==> src/rtl/xirq_pkg.sv <==
// Package: shared types and defaults for the external interrupt request latch.
// Assumes: the pin is active low and idles high.
package xirq_pkg;
    typedef enum logic {
        TRIG_LEVEL = 1'b0,
        TRIG_FALL  = 1'b1
    } xirq_trig_e;

    localparam int  XIRQ_SYNC_DEF = 2;
    localparam logic XIRQ_PIN_IDLE = 1'b1;
endpackage

==> src/rtl/xirq_sync.sv <==
// Module: multi-flop synchronizer for one asynchronous pin.
// Assumes: STAGES >= 2; the reset value is the pin's idle level, so that no
// false request appears while the chain fills.
module xirq_sync #(
    parameter int   STAGES = 2,
    parameter logic IDLE   = 1'b1
) (
    input  logic clk,
    input  logic rst_n,
    input  logic async_i,
    output logic sync_o
);
    localparam int TOP = STAGES - 1;

    logic [TOP:0] chain_q;

    // Shift the raw pin through the flop chain.
    always_ff @(posedge clk) begin
        if (!rst_n) chain_q <= {STAGES{IDLE}};
        else        chain_q <= {chain_q[TOP-1:0], async_i};
    end

    assign sync_o = chain_q[TOP];
endmodule

==> src/rtl/xirq_fall_det.sv <==
// Module: falling-edge detector on the synchronized pin.
// Assumes: the input is already synchronous; fall_o is a one-cycle event,
// gated off when edge sensing is not selected.
module xirq_fall_det #(
    parameter logic IDLE = 1'b1
) (
    input  logic clk,
    input  logic rst_n,
    input  logic en_i,
    input  logic cur_i,
    output logic fall_o
);
    logic prev_q;

    // Keep the previous synchronized sample.
    always_ff @(posedge clk) begin
        if (!rst_n) prev_q <= IDLE;
        else        prev_q <= cur_i;
    end

    assign fall_o = en_i & prev_q & ~cur_i;


    fall_once_chk: assert property (@(posedge clk) disable iff (!rst_n)
        fall_o |=> !fall_o);
endmodule

==> src/rtl/xirq_flag.sv <==
// Module: latched request flag.
// Assumes: an edge event always sets the flag; otherwise a software write
// loads it; otherwise an acknowledge clears it.
module xirq_flag (
    input  logic clk,
    input  logic rst_n,
    input  logic evt_i,
    input  logic ack_i,
    input  logic sw_wr_i,
    input  logic sw_wdata_i,
    output logic flag_o
);
    logic flag_q;
    logic flag_d;

    // Next-state selection: set by event dominates write and acknowledge.
    always_comb begin
        if (evt_i)        flag_d = 1'b1;
        else if (sw_wr_i) flag_d = sw_wdata_i;
        else if (ack_i)   flag_d = 1'b0;
        else              flag_d = flag_q;
    end

    // Flag register.
    always_ff @(posedge clk) begin
        if (!rst_n) flag_q <= 1'b0;
        else        flag_q <= flag_d;
    end

    assign flag_o = flag_q;


    reset_clear_chk: assert property (@(posedge clk)
        !rst_n |=> !flag_q);

    edge_ack_keep_chk: assert property (@(posedge clk) disable iff (!rst_n)
        (evt_i && ack_i) |=> flag_q);

    ack_clear_chk: assert property (@(posedge clk) disable iff (!rst_n)
        (ack_i && !evt_i && !sw_wr_i) |=> !flag_q);

    sw_set_chk: assert property (@(posedge clk) disable iff (!rst_n)
        (sw_wr_i && sw_wdata_i) |=> flag_q);
endmodule

==> src/rtl/xirq_request_unit.sv <==
// Module: external interrupt request latch (top).
// Assumes: pin_n_i is asynchronous and active low. Mode bit 1 selects
// falling-edge sensing with a latched flag; mode bit 0 selects low-level
// sensing, where the live synchronized level also drives the request.
module xirq_request_unit
    import xirq_pkg::*;
#(
    parameter int SYNC_STAGES = XIRQ_SYNC_DEF
) (
    input  logic clk,
    input  logic rst_n,
    input  logic pin_n_i,
    input  logic cfg_wr_i,
    input  logic cfg_wdata_i,
    input  logic ack_i,
    input  logic sw_wr_i,
    input  logic sw_wdata_i,
    output logic req_o
);
    xirq_trig_e mode_q;
    logic       pin_s;
    logic       fall_evt;
    logic       flag;
    logic       level_req;

    // Trigger mode register, written by software.
    always_ff @(posedge clk) begin
        if (!rst_n)        mode_q <= TRIG_LEVEL;
        else if (cfg_wr_i) mode_q <= xirq_trig_e'(cfg_wdata_i);
    end

    xirq_sync #(
        .STAGES (SYNC_STAGES),
        .IDLE   (XIRQ_PIN_IDLE)
    ) i_sync (
        .clk     (clk),
        .rst_n   (rst_n),
        .async_i (pin_n_i),
        .sync_o  (pin_s)
    );

    xirq_fall_det #(
        .IDLE (XIRQ_PIN_IDLE)
    ) i_fall (
        .clk    (clk),
        .rst_n  (rst_n),
        .en_i   (mode_q == TRIG_FALL),
        .cur_i  (pin_s),
        .fall_o (fall_evt)
    );

    xirq_flag i_flag (
        .clk        (clk),
        .rst_n      (rst_n),
        .evt_i      (fall_evt),
        .ack_i      (ack_i),
        .sw_wr_i    (sw_wr_i),
        .sw_wdata_i (sw_wdata_i),
        .flag_o     (flag)
    );

    // Live level term, present only in low-level mode.
    assign level_req = (mode_q == TRIG_LEVEL) & ~pin_s;
    assign req_o     = flag | level_req;


    level_hold_chk: assert property (@(posedge clk) disable iff (!rst_n)
        (ack_i && mode_q == TRIG_LEVEL && !pin_s) |-> req_o);

    mode_hold_chk: assert property (@(posedge clk) disable iff (!rst_n)
        !cfg_wr_i |=> $stable(mode_q));
endmodule

==> config.mk <==
export PLATFORM = sky130hd
export DESIGN_NAME = xirq_request_unit
export DESIGN_NICKNAME = d
export VERILOG_FILES = /design/src/rtl/xirq_pkg.sv /design/src/rtl/xirq_sync.sv /design/src/rtl/xirq_fall_det.sv /design/src/rtl/xirq_flag.sv /design/src/rtl/xirq_request_unit.sv
export SDC_FILE = /design/constraint.sdc
export NUM_CORES = 1
export LEC_CHECK = 0
export BUFFER_PORTS_ARGS = -buffer_cell sky130_fd_sc_hd__buf_4
export CAP_MARGIN = 20
export CORE_AREA = 10 10 47 49
export DETAILED_ROUTE_END_ITERATION = 10
export DIE_AREA = 0 0 57 59
export GPL_ROUTABILITY_DRIVEN = 0
export GPL_TIMING_DRIVEN = 0
export PLACE_DENSITY = 0.32
export SYNTH_ARGS = -nofsm -noshare
export SYNTH_HDL_FRONTEND = slang
export SYNTH_SLANG_ARGS = --single-unit
==> constraint.sdc <==
create_clock -name clk -period 1.2 [get_ports clk]
set_input_delay 0.18 -clock clk [delete_from_list [all_inputs] [get_ports clk]]
set_output_delay 0.18 -clock clk [all_outputs]
set_load 0.02 [all_outputs]
==> metrics.md <==
| Metric | Value |
|---|---|
| Clock Power Share | `0.467` |
| CTS H-Tree Depth | `1` |
| Layout cell share with drive strength beyond 1 | `0.407` |
| Post_cts resized | `0` |
| Worst r2r dst | `i_flag.flag_o$_SDFFE_PN0P_` |
| Busiest grt layer | `met3` |
| CP Data Arrival Time | `860 ps` |
| Unique masters post-synth | `8` |
| CTS Hold Bufs | `0` |
| Die Y | `59 µm` |
| Total CTS buffers | `3` |
| Setup TNS Final | `0 ps` |
| R2R depth | `2` |
| Design area | `279 µm²` |
| Slew margin rel. | `0.922` |
| Routed WL per cell | `9.67 µm` |
| Synth area leaders | `dfxtp_1, nand2b_1, nand4bb_1` |
| Clock sinks | `5` |
| Fillers | `162` |
| Worst R2R Start | `i_sync.chain_q[1]$_SDFF_PN1_` |
| GRT Residual Overflow | `0` |
| Total global-route track usage | `0.0290` |
| Yosys top cell by area | `dfxtp_1` |
| Combinational share of power | `0.098` |
| Antenna-violating nets left | `0` |
| Commonest non-fill, non-tap cell in the layout | `buf_4` |
| Vias in the first global route | `156` |
| Most frequent cells in the layout | `buf_4, dfxtp_1, nand2b_1, clkbuf_4, nand3_1` |
| Critical path, cell by cell | `o21bai_1, buf_4` |
| First-pass GRT wire length | `710 µm` |
| Clock-pin slew on the worst setup and hold paths | `40 ps` |
| CTS tree | `built` |
| Worst setup path start | `mode_q$_SDFFE_PN0P_` |
| Die Span X | `57 µm` |
| CP Buf/Inv Count | `1` |
| NumNets Final | `36` |
| Int Pwr | `326 µW` |
| Clock latency on the worst-skew pair | `240 ps` |
| Deepest clock path buffer count | `2` |
| IO Port Bufs | `8` |
| Final WL | `416 µm` |
| Worst Path Required | `1020 ps` |
| Mapped Cells | `15` |
| CP endpoint | `req_o` |
| Run status | `completed` |
| CP startpoint kind | `flop` |
| Routing usage on met3 | `0.0408` |
| Die ar. | `0.00336 mm²` |
| CP max FO | `3` |
| Top delay family on crit path | `flip-flops` |
| Post-Synthesis Cell Area | `173 µm²` |
| Post-Place Cells | `39` |
| Final Setup Violations | `0` |
| Final hold vios | `0` |
| Synth Register Bits | `5` |
| Part of the power in registers | `0.435` |
| Switching pwr | `83.1 µW` |
| Hold depth | `2` |
| Yosys top cell area share | `0.580` |
| Final non-filler cell total | `43` |
| R2R Setup Slk | `570 ps` |
| Count of pins over their slew limit | `0` |
| Yosys Warn Count | `0` |
| Instance count on the critical path | `2` |
| Leakage Power | `0.120 nW` |
| Max Fclk | `959 MHz` |
| RSZ-0062 raised after global routing | `false` |
| CP Class | `reg -> out` |
| Vias | `154` |
| Post-layout min period | `1040 ps` |
| Vias/cell | `3.58` |
| Max VDD drop | `0.623 mV` |
| Post-CTS Setup Repair Bufs | `0` |
| Root buf cell | `clkbuf_4` |
| CP Capture Type | `primary output` |
| Sequential fraction of the synthesis area | `0.580` |
| Row count | `14` |
| Switching Fraction | `0.203` |
| Drt first pass iters | `3` |
| Initial antenna violation count | `0` |
| M2 GR Usage | `0.0310` |
| Largest stage delay, worst path | `320 ps` |
| I/O pin count | `9` |
| Post-Syn Area per Cell | `11.5 µm²` |
| Starting DRC count in detailed routing | `3` |
| Worst path slowest cell | `dfxtp_1` |
| Period utilization | `0.869` |
| # diodes | `0` |
| Area delta synth->final | `61.6%` |
| PwrDens | `1470 mW/mm²` |
| Drt drc | `0` |
| Area post-placement | `253 µm²` |
| Worst-margin pin slew | `114 ps` |
| Largest net degree at the start of global routing | `8` |
| Initial Utilization | `0.123` |
| Core area | `0.00140 mm²` |
| Max-cap violation count | `0` |
| Synth Net Count | `23` |
| Post-Route Skew | `2.43 ps` |
| HP Class | `in -> reg` |
| Global routing usage on met1 | `0.0333` |
## registers in the layout, indices dropped and copies added, names as in the netlist
name	cells
i_sync.chain_q	2
i_flag.flag_o	1
mode_q	1
i_fall.prev_q	1
## logic make-up after synthesis
group,synth area share
AND/OR/NAND/NOR,0.319
flip-flops,0.580
multiplexers,0.0580
AO/OA/AOI/OAI,0.0435
## per-layer routing
layer / vias up / routed length (µm)
met2: 7 / 153
met5: - / 0
met3: 0 / 35
met4: 0 / 0
met1: 70 / 227
li1: 77 / -
## how the worst min path moves through the flow
stage	slack, ps	startpoint	end
after floorplan	250	rst_n	i_sync.chain_q[0]$_SDFF_PN1_
after global placement	370	pin_n_i	i_sync.chain_q[0]$_SDFF_PN1_
after detailed placement	370	pin_n_i	i_sync.chain_q[0]$_SDFF_PN1_
after CTS	120	pin_n_i	i_sync.chain_q[0]$_SDFF_PN1_
after global routing	140	pin_n_i	i_sync.chain_q[0]$_SDFF_PN1_
final	120	pin_n_i	i_sync.chain_q[0]$_SDFF_PN1_
## per-stage QoR
stage	hold WS, ps	worst slack [ps]	total power, mW	utilization
after global placement	368	416	0.221	0.180
final	125	157	0.410	0.199
after floorplan	253	367	0.195	-
after global routing	136	109	0.436	0.199
after detailed placement	370	398	0.222	0.180
after CTS	121	133	0.421	0.199
## area by class of cell
type | instances | area, µm² | share of cell area
Timing Repair Buffer | 8 | 60.1 | 0.215
Clock buffer | 4 | 26.3 | 0.0942
Sequential cell | 5 | 100 | 0.359
Multi-Input combinational cell | 10 | 72.6 | 0.260
Tap cell | 16 | 20.0 | 0.0717
## cell usage after synthesis
master     number
dfxtp_1         5
mux2i_1         1
nand2b_1        3
nand3_1         2
nand4b_1        1
nand4bb_1       1
nor2b_1         1
o21bai_1        1
## power by group through the flow
stage | clock, mW | sequential, mW | combinational, mW
after global routing | 0.213 | 0.179 | 0.0441
after detailed placement | 0 | 0.181 | 0.0411
after global placement | 0 | 0.181 | 0.0400
after floorplan | 0 | 0.180 | 0.0150
final | 0.191 | 0.178 | 0.0402
after CTS | 0.201 | 0.178 | 0.0412
Note: power is estimated with default switching activity, not from simulation.
